### config.mk
export PLATFORM = sky130hd
export DESIGN_NAME = panel_pwr_seq
export DESIGN_NICKNAME = d
export VERILOG_FILES = /design/src/rtl/pps_pkg.sv /design/src/rtl/pps_tick_timer.sv /design/src/rtl/pps_reset_guard.sv /design/src/rtl/pps_fsm.sv /design/src/rtl/pps_out_map.sv /design/src/rtl/panel_pwr_seq.sv
export SDC_FILE = /design/constraint.sdc
export NUM_CORES = 1
export LEC_CHECK = 0
export ABC_AREA = 0
export CAP_MARGIN = 15
export CORE_ASPECT_RATIO = 0.75
export CORE_UTILIZATION = 50
export DETAILED_ROUTE_END_ITERATION = 6
export PLACE_DENSITY = 0.81
export SYNTH_ARGS = -nofsm -noshare
export SYNTH_HDL_FRONTEND = slang
export SYNTH_HIERARCHICAL = 1
export SYNTH_SLANG_ARGS = --single-unit
### constraint.sdc
create_clock -name clk -period 3.8 [get_ports clk]
set_clock_uncertainty 0.15 [all_clocks]
set_input_delay 0.57 -clock clk [delete_from_list [all_inputs] [get_ports clk]]
set_output_delay 0.57 -clock clk [all_outputs]
set_load 0.01 [all_outputs]
### src/rtl/pps_pkg.sv
package pps_pkg;

    typedef enum logic [2:0] {
        ST_IDLE      = 3'd0,
        ST_GAP_UP    = 3'd1,
        ST_RAMP_UP   = 3'd2,
        ST_LIT       = 3'd3,
        ST_RAMP_DOWN = 3'd4,
        ST_GAP_DOWN  = 3'd5
    } pps_state_e;

    typedef struct packed {
        logic target;
        logic abrupt;
    } pps_req_t;

    function automatic logic is_rail_state(pps_state_e s);
        return (s == ST_RAMP_UP) || (s == ST_LIT) || (s == ST_RAMP_DOWN);
    endfunction

    function automatic logic is_gap_state(pps_state_e s);
        return (s == ST_GAP_UP) || (s == ST_GAP_DOWN);
    endfunction

    function automatic logic is_busy_state(pps_state_e s);
        return is_gap_state(s) || (s == ST_RAMP_UP) || (s == ST_RAMP_DOWN);
    endfunction

endpackage

### src/rtl/pps_tick_timer.sv
module pps_tick_timer #(
    parameter int CNT_W = 8
) (
    input  logic             clk,
    input  logic             rst,
    input  logic             restart,
    input  logic             tick,
    output logic [CNT_W-1:0] elapsed
);
    localparam logic [CNT_W-1:0] CNT_MAX = '1;

    always_ff @(posedge clk) begin
        if (rst) begin
            elapsed <= '0;
        end else if (restart) begin
            elapsed <= '0;
        end else if (tick && (elapsed != CNT_MAX)) begin
            elapsed <= elapsed + 1'b1;
        end
    end
endmodule

### src/rtl/pps_reset_guard.sv
module pps_reset_guard
    import pps_pkg::*;
(
    input  logic       clk,
    input  logic       rst,
    input  logic       rst_event,
    input  logic       pd_enable,
    input  pps_state_e state,
    output logic       pd_hold,
    output logic       abrupt
);
    always_comb begin
        abrupt = rst_event && !pd_enable && is_rail_state(state);
    end

    // An orderly power-down request persists until the rail is off.
    always_ff @(posedge clk) begin
        if (rst) begin
            pd_hold <= 1'b0;
        end else begin
            pd_hold <= (pd_hold || (rst_event && pd_enable)) && is_rail_state(state);
        end
    end
endmodule

### src/rtl/pps_fsm.sv
module pps_fsm
    import pps_pkg::*;
#(
    parameter int DLY_W  = 4,
    parameter int STEP_W = 8,
    parameter int CNT_W  = 8
) (
    input  logic              clk,
    input  logic              rst,
    input  pps_req_t          req,
    input  logic [DLY_W-1:0]  cycle_code,
    input  logic [STEP_W-1:0] up_ticks,
    input  logic [STEP_W-1:0] down_ticks,
    input  logic [CNT_W-1:0]  elapsed,
    output pps_state_e        state,
    output logic              restart
);
    localparam int CW1 = CNT_W + 1;

    pps_state_e nxt;
    logic gap_done, up_done, down_done;

    always_comb begin
        // gap of code N lasts N-1 ticks; code 0 ends it immediately
        gap_done  = (cycle_code == '0) ||
                    ((CW1'(elapsed) + CW1'(1)) >= CW1'(cycle_code));
        up_done   = elapsed >= CNT_W'(up_ticks);
        down_done = elapsed >= CNT_W'(down_ticks);

        nxt = state;
        unique case (state)
            ST_IDLE: begin
                if (req.target) nxt = ST_RAMP_UP;
            end
            ST_GAP_UP, ST_GAP_DOWN: begin
                if (gap_done) nxt = req.target ? ST_RAMP_UP : ST_IDLE;
                else          nxt = req.target ? ST_GAP_UP  : ST_GAP_DOWN;
            end
            ST_RAMP_UP: begin
                if (up_done) nxt = ST_LIT;
            end
            ST_LIT: begin
                if (!req.target) nxt = ST_RAMP_DOWN;
            end
            ST_RAMP_DOWN: begin
                if (down_done) nxt = ST_GAP_DOWN;
            end
            default: nxt = ST_IDLE;
        endcase

        if (req.abrupt) nxt = ST_GAP_DOWN;

        // moving between the two gap codes keeps the running count
        restart = (nxt != state) && !(is_gap_state(nxt) && is_gap_state(state));
    end

    always_ff @(posedge clk) begin
        if (rst) state <= ST_IDLE;
        else     state <= nxt;
    end
endmodule

### src/rtl/pps_out_map.sv
module pps_out_map
    import pps_pkg::*;
(
    input  pps_state_e state,
    input  logic       vdd_force,
    input  logic       bl_req,
    output logic       vdd_en,
    output logic       panel_on,
    output logic       bl_en,
    output logic [2:0] seq_state,
    output logic       seq_busy
);
    always_comb begin
        vdd_en    = vdd_force || is_rail_state(state);
        panel_on  = (state == ST_LIT);
        bl_en     = bl_req && (state == ST_LIT);
        seq_state = state;
        seq_busy  = is_busy_state(state);
    end
endmodule

### src/rtl/panel_pwr_seq.sv
module panel_pwr_seq
    import pps_pkg::*;
#(
    parameter int DLY_W  = 4,
    parameter int STEP_W = 8
) (
    input  logic              clk,
    input  logic              rst,
    input  logic              tick,
    input  logic              pwr_target,
    input  logic [DLY_W-1:0]  cycle_code,
    input  logic [STEP_W-1:0] up_ticks,
    input  logic [STEP_W-1:0] down_ticks,
    input  logic              vdd_force,
    input  logic              bl_req,
    input  logic              pd_on_rst,
    input  logic              rst_event,
    output logic              vdd_en,
    output logic              panel_on,
    output logic              bl_en,
    output logic [2:0]        seq_state,
    output logic              seq_busy
);
    localparam int CNT_W = (DLY_W > STEP_W) ? DLY_W : STEP_W;

    pps_state_e       state;
    pps_req_t         req;
    logic             pd_hold, abrupt, restart;
    logic [CNT_W-1:0] elapsed;

    always_comb begin
        req.target = pwr_target && !pd_hold;
        req.abrupt = abrupt;
    end

    pps_reset_guard u_guard (
        .clk       (clk),
        .rst       (rst),
        .rst_event (rst_event),
        .pd_enable (pd_on_rst),
        .state     (state),
        .pd_hold   (pd_hold),
        .abrupt    (abrupt)
    );

    pps_tick_timer #(.CNT_W(CNT_W)) u_timer (
        .clk     (clk),
        .rst     (rst),
        .restart (restart),
        .tick    (tick),
        .elapsed (elapsed)
    );

    pps_fsm #(.DLY_W(DLY_W), .STEP_W(STEP_W), .CNT_W(CNT_W)) u_fsm (
        .clk        (clk),
        .rst        (rst),
        .req        (req),
        .cycle_code (cycle_code),
        .up_ticks   (up_ticks),
        .down_ticks (down_ticks),
        .elapsed    (elapsed),
        .state      (state),
        .restart    (restart)
    );

    pps_out_map u_out (
        .state     (state),
        .vdd_force (vdd_force),
        .bl_req    (bl_req),
        .vdd_en    (vdd_en),
        .panel_on  (panel_on),
        .bl_en     (bl_en),
        .seq_state (seq_state),
        .seq_busy  (seq_busy)
    );
endmodule

Yosys cells after proc, flatten, opt, wreduce, memory -nomap -nowiden

Cells that the tools add are included.

Register bits: 12
Output and inout bits: 7

Add/subtract/negate cells: 2
Magnitude comparators: 3
Equal/unequal tests: 9
Mux-type cells: 9
Reductions and logical operators: 25

Operators with widths:

| cell                                          | number |
|---|---|
| 2-to-1 mux 3 bit                              | 7 |
| greater-or-equal comparator 8 bit             | 2 |
| case mux 3 bit (5 select lines)               | 1 |
| adder 8 x 1 -> 9 bit, second input constant   | 1 |
| == test 3 bit, second input constant          | 3 |
| greater-or-equal comparator 9 x 4 -> 1 bit    | 1 |
| logical AND 1 bit                             | 9 |
| logical OR 1 bit                              | 9 |
| adder 8 x 1 -> 8 bit, second input constant   | 1 |
| inequality test 8 bit, second input constant  | 1 |
| == test 3 x 1 -> 1 bit, second input constant | 2 |
| == test 3 x 2 -> 1 bit, second input constant | 2 |
| logical NOT 4 bit                             | 1 |
| OR reduction 2 bit                            | 2 |
| logical NOT 1 bit                             | 3 |
| logical NOT 3 bit                             | 1 |
| inequality test 3 bit                         | 1 |
| 2-to-1 mux 2 bit                              | 1 |

Depth between registers and ports, before layout

Gate-level depths: netlist of the first run.

Word-level depth: 12
Mapped depth: 13
Depth with buffers taken out: 13

Hierarchy

Netlist of the first run, hierarchy kept.

Modules (own cells, without submodules):

| module          | times used | cells each | area each (um2) | sequential area each (um2) |
|---|---|---|---|---|
| pps_fsm         | 1          | 106        | 829.5           | 60.1 |
| pps_tick_timer  | 1          | 47         | 435.4           | 160.2 |
| pps_out_map     | 1          | 10         | 68.8            | 0.0 |
| pps_reset_guard | 1          | 7          | 65.1            | 20.0 |
| panel_pwr_seq   | 1          | 1          | 13.8            | 0.0 |

Least setup slack after synthesis of the first run

No wires, ideal clock.

Kind: register to register
Start: register u_timer.elapsed[2]
End: register u_timer.elapsed[7]
Setup time: 0.116 ns
Arrival time: 3.134 ns
Required time: 3.534 ns
Path slack: 0.401 ns
Cell stages (with the launch flop): 13
Buffers on the path: 0
Period minus slack after synthesis: 3.399 ns
Cell sequence: dfxtp_1 -> nand3_1 -> xnor2_1 -> ha_1 -> or4b_1 -> a21oi_1 -> nand4_1 -> o31ai_2 -> nand3b_4 -> mux2_4 -> a311oi_2 -> nor2_1 -> and3b_1

Word-level cells in the longest chain between the ends: 12

RTL lines:

| item                                                    | RTL line             | RTL |
|---|---|---|
| start: declaration                                      | pps_tick_timer.sv:8  | `output logic [CNT_W-1:0] elapsed` |
| start signal: assignment                                | pps_tick_timer.sv:18 | `elapsed <= elapsed + 1'b1;` |
| adder 8 x 1 -> 9 bit                                    | pps_fsm.sv:26        | `((CW1'(elapsed) + CW1'(1)) >= CW1'(cycle_code));` |
| greater-or-equal comparator 9 x 4 -> 1 bit              | pps_fsm.sv:26        |  |
| logical OR 1 bit                                        | pps_fsm.sv:25        | `gap_done = (cycle_code == '0) \|\|` |
| 2-to-1 mux 3 bit                                        | pps_fsm.sv:36        | `if (gap_done) nxt = req.target ? ST_RAMP_UP : ST_IDLE;` |
| case mux 3 bit (5 select lines) *                       | pps_fsm.sv:31        | `unique case (state)` |
| 2-to-1 mux 3 bit *                                      | pps_fsm.sv:51        | `if (req.abrupt) nxt = ST_GAP_DOWN;` |
| == test 3 x 1 -> 1 bit or == test 3 bit (tied branches) | pps_pkg.sv:22        | `return (s == ST_GAP_UP) \|\| (s == ST_GAP_DOWN);` |
| logical OR 1 bit                                        | pps_pkg.sv:22        |  |
| logical AND 1 bit                                       | pps_fsm.sv:54        | `restart = (nxt != state) && !(is_gap_state(nxt) && is_gap_state(state));` |
| logical NOT 1 bit                                       | pps_fsm.sv:54        |  |
| logical AND 1 bit *                                     | pps_fsm.sv:54        |  |
| named net restart                                       | panel_pwr_seq.sv:28  | `logic pd_hold, abrupt, restart;` |
| OR reduction 2 bit (no source line) *                   | n/a                  |  |

The timed path passes the listed nets; every way through them passes the cells marked *.
A chain may end at the register's enable or synchronous reset.

Final worst setup path of the first run

Start: input cycle_code[3]
End: register u_timer.elapsed[0]

Word-level cells in the longest chain between the ends: 11

RTL lines:

| item                                                                            | RTL line                     | RTL |
|---|---|---|
| start: declaration                                                              | panel_pwr_seq.sv:11          | `input logic [DLY_W-1:0] cycle_code,` |
| greater-or-equal comparator 9 x 4 -> 1 bit or logical NOT 4 bit (tied branches) | pps_fsm.sv:26, pps_fsm.sv:25 |  |
| logical OR 1 bit *                                                              | pps_fsm.sv:25                |  |
| 2-to-1 mux 3 bit *                                                              | pps_fsm.sv:36                |  |
| case mux 3 bit (5 select lines) *                                               | pps_fsm.sv:31                |  |
| 2-to-1 mux 3 bit *                                                              | pps_fsm.sv:51                |  |
| == test 3 x 1 -> 1 bit or == test 3 bit (tied branches)                         | pps_pkg.sv:22                |  |
| logical OR 1 bit                                                                | pps_pkg.sv:22                |  |
| logical AND 1 bit                                                               | pps_fsm.sv:54                |  |
| logical NOT 1 bit                                                               | pps_fsm.sv:54                |  |
| logical AND 1 bit *                                                             | pps_fsm.sv:54                |  |
| named net restart                                                               | panel_pwr_seq.sv:28          |  |
| OR reduction 2 bit (no source line) *                                           | n/a                          |  |

Marks and branches as above.

==> results of run 1 <==
==> stage by stage <==
stage	instance area (um2)	util, %	power [uW]	worst slack [ns]	instances
floorplan	1410	-	229	0.401	171
global placement	1810	68.6	291	0.117	243
detailed placement	1810	68.6	298	0.0276	243
CTS	1870	70.7	437	0.259	247
global route	1870	70.7	459	0.0405	247
finish	1870	70.7	435	0.232	247
==> tightest hold or removal path, stage by stage (launching register included) <==
cell	delay, ns
dfxtp_1	0.34
nand2_1	0.07
mux2i_1	0.06
==> worst min path at each step <==
stage | endpoint | cells past startpoint | slack, ns | from
after floorplan | u_timer/elapsed[1] | 2 | 0.38 | u_timer/elapsed[1]
after global placement | u_timer/elapsed[0] | 2 | 0.34 | u_timer/elapsed[0]
after detailed placement | u_timer/elapsed[0] | 2 | 0.37 | u_timer/elapsed[0]
after CTS | u_timer/elapsed[1] | 2 | 0.38 | u_timer/elapsed[1]
after global routing | u_timer/elapsed[0] | 2 | 0.40 | u_timer/elapsed[0]
final | u_timer/elapsed[1] | 2 | 0.37 | u_timer/elapsed[1]
==> kinds of logic (layout without fill, tap and decap cells) <==
family / Yosys count / count (layout)
compound gates: 46 / 46
xor+xnor: 3 / 3
fa+ha+maj: 22 / 22
flops: 12 / 12
buf+inv: 29 / 69
mux: 5 / 5
simple gates: 54 / 54
==> sequential cells by signal, summed over array words and instances (netlist names) <==
register	count
u_guard/pd_hold	1
u_fsm/state	3
u_timer/elapsed	8
==> power breakdown <==
part	total, uW	internal (uW)	switching, uW
Combinational	155	87.0	67.6
Clock	137	91.4	46.0
Sequential	143	131	11.8
Total	435	310	125
==> per-layer routing <==
layer  global-route usage, %  vias up  routed length [um]
li1                        -      706                   -
met1                    30.2      663                1680
met2                    51.5       52                1930
met3                    1.19        4                 175
met4                    9.55        0                  29
met5                       0        -                   0
==> layout make-up <==
| class | instances | area [um2] | area share [%] |
|---|---|---|---|
| inverters | 25 | 93.8 | 5.02 |
| repair buffers | 40 | 385 | 20.6 |
| multi-input cells | 130 | 1050 | 56.1 |
| well taps | 36 | 45.0 | 2.41 |
| clock buffers | 4 | 55.1 | 2.95 |
| flip-flops and latches | 12 | 240 | 12.9 |
==> cell usage in the layout (no fill, tap or decap), drive strengths merged, types with 4 or more instances in the layout <==
cell           Yosys  routed
a21oi             13      13
buf                4       6
clkbuf             0       4
clkdlybuf4s50      0      34
dfxtp             12      12
ha                22      22
inv               25      25
mux2i              4       4
nand2             11      11
nor2               7       7
nor2b              5       5
o21a               4       4
o21ai              6       6
or3                4       4
==> impl_metrics.json, run 1 <==
{
  "wl_per_cell_um": 15.4,
  "cts_inserted_buffers": 3,
  "reg2reg_from": "u_timer/elapsed[0]",
  "clkSlewWorstSetupHoldPaths_ns": 0.05,
  "num_rows": 16,
  "timing.final.crit_period_ns": 3.57,
  "yosys.area_share.simple_pct": 23.0,
  "r2r_slack_ns": 0.41,
  "hold_violations": 0,
  "critical_path.startpoint": "cycle_code[3]",
  "ant_nets": 0,
  "max-cap-violations": 0,
  "dr.first_iter.drc_count": 72,
  "max-vdd-ir-drop_mv": 0.199,
  "setup_fix_buffers_added_after_clock_tree_synthesis": 0,
  "overall_die_height_um": 48.0,
  "critPathMaxStageDelay_ns": 0.51,
  "final_max_slew_viol_count": 0,
  "clk_root_buffer_cell": "clkbuf_8",
  "number_of_antenna_violations_at_the_first_check_in_global_routing": 0,
  "cell_types_with_the_highest_counts_after_synthesis": "inv_1, ha_1, a21oi_1, dfxtp_1, nand2_1",
  "fmax_mhz": 280,
  "ys_top_cells_by_area": "ha_1, dfxtp_1, inv_1, a21oi_1, nand2_1",
  "path_max_fanout": 5,
  "endpoint_kind": "flip-flop",
  "post_synthesis_compound_gate_area_fraction_pct": 26.0,
  "grt_max_degree": 15,
  "die-width_um": 63.4,
  "critical_path.endpoint": "u_timer/elapsed[0]",
  "synth_seq_cells": 12,
  "vias": 1425,
  "setup.worst_path.start_class": "primary input",
  "unrepaired_setup_endpoints_after_global_routing": "false",
  "criticalPathCategory": "primary input to flip-flop",
  "critical_path.slowest_cell": "or4b_1",
  "synth.area.mux_share_pct": 3.90,
  "floorplan.die_area_mm2": 0.00304,
  "dp_hpwl_um": 2960,
  "first_global_vias": 1383,
  "hp-class": "flip-flop to flip-flop",
  "setup_tns_ns": 0,
  "critPathRequiredTime_ns": 3.76,
  "antenna_cells": 0,
  "reg2reg_to": "u_timer/elapsed[0]",
  "drt_drc_violations_left": 0,
  "synth_most_common_cell": "inv_1",
  "place.gp.congestion": 0.916,
  "synth_top_cell_by_area": "ha_1",
  "drtPass1Iterations": 4,
  "max_root_sink_buffers": 2,
  "floorplan.io_pins": 35,
  "syn_area_per_cell_um2": 8.26,
  "synth_edf_count": 0,
  "cts.sinks": 12,
  "worstSkewPairLatency_ns": 0.24,
  "yosys.area_share.xor_xnor_pct": 1.86,
  "worstPathArrival_ns": 3.53,
  "synth_top_family_by_area": "compound AO/OA/AOI/OAI gates",
  "synth.yosys.seq_area_share_pct": 17.0,
  "area_delta_synth_final_pct": 32.2,
  "initial_utilization_pct": 53.5,
  "grt_remaining_overflow": 0,
  "p_leak_uw": 0.000839,
  "postSynthNetCount": 221,
  "synth_top_area_share_pct": 19.5,
  "timing.final.crit_share_pct": 93.9,
  "synth_area_mm2": 0.00141,
  "power_density_over_the_cells_mw_per_mm2": 233,
  "core_mm2": 0.00264,
  "first_pass_grt_wire_length_um": 5960,
  "track_usage_pct": 25.6,
  "crit_family": "simple AND/OR/NAND/NOR gates",
  "yosys.area_share.adder_pct": 19.5,
  "worstMarginPinSlew_ns": 0.447,
  "worst-r2r-cell-count": 13,
  "vias_per_cell": 5.77,
  "cts_resized": 0,
  "synthFlopType": "dfxtp_1",
  "nFillCells": 226,
  "timing.max_slew.rel_slack_pct": 70.1,
  "nets": 262,
  "async_reset_ff_share_pct": 0,
  "crit_path_cell_trace": "clkdlybuf4s50_1 > inv_1 > ha_1 > or4b_1 > a21oi_1 > nand4_1 > o31ai_2 > nand3b_4 > mux2_4 > a311oi_2 > buf_4 > or3_1 > mux2i_1",
  "finalSetupViolations": 0,
  "tritoncts": "yes",
  "status": "finished clean",
  "portBuffers": 34,
  "cts-hold-fix-buffers": 0,
  "path_buf_inv": 3,
  "fin_hold_ws_ns": 0.366,
  "cp_num_cells": 13,
  "synth_cell_type_count": 50,
  "cts-htree-levels": 1,
  "drt-total-wl_um": 3820,
  "syn-instance-count": 171,
  "final_layout_size_suffix_gt1_share_pct": 9.48,
  "ys.warnings.count": 6
}
Note: power is estimated with default switching activity, not from simulation.
==> run 2: changes to the inputs <==
--- a/config.mk
+++ b/config.mk
@@ -6,11 +6,12 @@
 export NUM_CORES = 1
 export LEC_CHECK = 0
 export ABC_AREA = 0
-export CAP_MARGIN = 15
+export CAP_MARGIN = 20
 export CORE_ASPECT_RATIO = 0.75
 export CORE_UTILIZATION = 50
 export DETAILED_ROUTE_END_ITERATION = 6
 export PLACE_DENSITY = 0.81
+export SLEW_MARGIN = 5
 export SYNTH_ARGS = -nofsm -noshare
 export SYNTH_HDL_FRONTEND = slang
 export SYNTH_HIERARCHICAL = 1
==> results of run 2 <==
Final layout, timing and power as in run 1 (identical DEF).
==> run 3: changes to the inputs <==
--- a/config.mk
+++ b/config.mk
@@ -7,10 +7,12 @@
 export LEC_CHECK = 0
 export ABC_AREA = 0
 export CAP_MARGIN = 20
+export CELL_PAD_IN_SITES_DETAIL_PLACEMENT = 1
+export CELL_PAD_IN_SITES_GLOBAL_PLACEMENT = 1
 export CORE_ASPECT_RATIO = 0.75
-export CORE_UTILIZATION = 50
+export CORE_UTILIZATION = 36
 export DETAILED_ROUTE_END_ITERATION = 6
-export PLACE_DENSITY = 0.81
+export PLACE_DENSITY_LB_ADDON = 0.1
 export SLEW_MARGIN = 5
 export SYNTH_ARGS = -nofsm -noshare
 export SYNTH_HDL_FRONTEND = slang
==> run 3 against run 2 <==
  * Sequential share of layout area fell by 0.19 points
  * Sequential power about the same
  * Core utilization shrank 20 points
  * Setup slack worse by 0.040 ns
  * Global-route usage shrank 3.9 points
  * Count of clock-buffer cells in the layout unchanged
  * Routed wire length increased by 9.4%
  * Combinational power is essentially flat
  * Via count rose by 0.49%
  * Largest cell class unchanged
  * Largest power group unchanged
==> impl_metrics.json, run 3 (synthesized netlist as in run 1, its figures left out) <==
{
  "wl_per_cell_um": 15.8,
  "reg2reg_from": "u_timer/elapsed[0]",
  "endpoint_kind": "flip-flop",
  "layout.cells.most_common_list": "clkdlybuf4s50_1, inv_1, ha_1, a21oi_1, dfxtp_1",
  "max-cap-violations": 0,
  "regMostFlops": "u_timer/elapsed",
  "cts-hold-fix-buffers": 0,
  "path_max_fanout": 7,
  "grt_max_degree": 15,
  "track_usage_pct": 21.7,
  "timing.final.crit_period_ns": 3.61,
  "largest_reg_flops": 8,
  "r2r_slack_ns": 0.41,
  "overall_die_height_um": 56.3,
  "tritoncts": "yes",
  "num_rows": 19,
  "worst-r2r-cell-count": 12,
  "fin_hold_ws_ns": 0.440,
  "hold_violations": 0,
  "max-vdd-ir-drop_mv": 0.150,
  "timing.max_slew.rel_slack_pct": 68.1,
  "setup.worst_path.start_class": "primary input",
  "clk_root_buffer_cell": "clkbuf_8",
  "worst_hold_path_cell_count": 2,
  "clkSlewWorstSetupHoldPaths_ns": 0.06,
  "final_layout_size_suffix_gt1_share_pct": 9.91,
  "core_mm2": 0.00371,
  "cts_resized": 0,
  "area_delta_synth_final_pct": 34.2,
  "nets": 263,
  "critical_path.slowest_cell": "or4b_1",
  "drt-total-wl_um": 4180,
  "final_cell_utilization_of_the_core_pct": 51.1,
  "fmax_mhz": 277,
  "totalPowerFinal_uw": 439,
  "power_density_over_the_cells_mw_per_mm2": 231,
  "timing.final.ws_setup_ns": 0.192,
  "initial_utilization_pct": 38.1,
  "worstSkewPairLatency_ns": 0.24,
  "setup_tns_ns": 0,
  "critPathRequiredTime_ns": 3.78,
  "hold_end": "u_guard/pd_hold",
  "die-width_um": 74.3,
  "drtPass1Iterations": 4,
  "critPathMaxStageDelay_ns": 0.51,
  "portBuffers": 34,
  "ant_nets": 0,
  "unrepaired_setup_endpoints_after_global_routing": "false",
  "place.gp.congestion": 0.819,
  "vias": 1432,
  "floorplan.die_area_mm2": 0.00418,
  "worstMarginPinSlew_ns": 0.477,
  "holdCritStartpoint": "u_guard/pd_hold",
  "dpl_worst_slack_ns": -0.0117,
  "finalSetupViolations": 0,
  "crit_path_cell_trace": "clkdlybuf4s50_1 > inv_1 > ha_1 > or4b_1 > a21oi_1 > nand4_1 > o31ai_2 > nand3b_4 > mux2_4 > a311oi_2 > nor2_1 > and3b_1",
  "timing.final.crit_share_pct": 94.9,
  "grt_remaining_overflow": 0,
  "p_leak_uw": 0.000845,
  "hp-class": "flip-flop to flip-flop",
  "criticalPathCategory": "primary input to flip-flop",
  "cts_inserted_buffers": 3,
  "antenna_cells": 0,
  "cts.sinks": 12,
  "reg2reg_to": "u_timer/elapsed[7]",
  "worstPathArrival_ns": 3.59,
  "layout.cells.most_common": "clkdlybuf4s50_1",
  "status": "finished clean",
  "first_global_vias": 1519,
  "vias_per_cell": 5.42,
  "number_of_antenna_violations_at_the_first_check_in_global_routing": 0,
  "first_pass_grt_wire_length_um": 6960,
  "final_max_slew_viol_count": 0,
  "dr.first_iter.drc_count": 25,
  "max_root_sink_buffers": 2,
  "setup_fix_buffers_added_after_clock_tree_synthesis": 0,
  "cts-htree-levels": 1,
  "floorplan.io_pins": 35,
  "dp_hpwl_um": 3360,
  "reg.largest.list": "u_timer/elapsed: 8 flops, u_fsm/state: 3 flops, u_guard/pd_hold: 1 flops",
  "drt_drc_violations_left": 0
}
run 3: changes by cell type in the layout (fill, tap and decap cells not counted), sizes merged:
cell and change:
buf +1
run 3: cell type report:
cell class / count / area [um2]
clock buffer: 4 / 55.1
timing repair buffer: 41 / 393
sequential: 12 / 240
fill: 473 / 1810
tap: 52 / 65.1
multi-input combinational: 130 / 1050
inverter: 25 / 93.8
run 3: power by group:
part | internal [uW] | switching, uW | total (uW)
clock network | 91.5 | 47.9 | 139
logic | 86.8 | 69.4 | 156
registers | 131 | 12.0 | 143
total | 309 | 129 | 439
run 3: worst max-delay path: cells and delay by family:
kind / cells / cell delay [ns]
simple gates: 5 / 1.30
compound gates: 3 / 0.70
buf+inv: 2 / 0.53
mux: 1 / 0.31
fa+ha+maj: 1 / 0.18
run 3: metrics by stage:
step | area [um2] | cells
floorplan | 1410 | 171
global placement | 1840 | 260
detailed placement | 1840 | 260
CTS | 1900 | 264
global route | 1900 | 264
finish | 1900 | 264
run 3: worst max-delay path by stage:
| stage | from | end | slack (ns) | cells past startpoint |
|---|---|---|---|---|
| detailed placement | cycle_code[3] | u_timer/elapsed[7] | -0.01 | 12 |
| finish | cycle_code[3] | u_timer/elapsed[7] | 0.19 | 12 |
| CTS | cycle_code[3] | u_timer/elapsed[7] | 0.23 | 12 |
| global route | cycle_code[3] | u_timer/elapsed[1] | 0.1 | 13 |
| global placement | cycle_code[3] | u_timer/elapsed[7] | 0.11 | 12 |
| floorplan | u_timer/elapsed[2] | u_timer/elapsed[7] | 0.40 | 12 |
run 3: metal layers:
metal / GRT usage [%] / share of wire, % / up-vias
met4: 5.12 / 0.19 / 0
met5: 0 / 0 / -
met3: 2.15 / 2.4 / 2
li1: - / - / 711
met2: 38.4 / 49 / 21
met1: 28.1 / 48 / 698
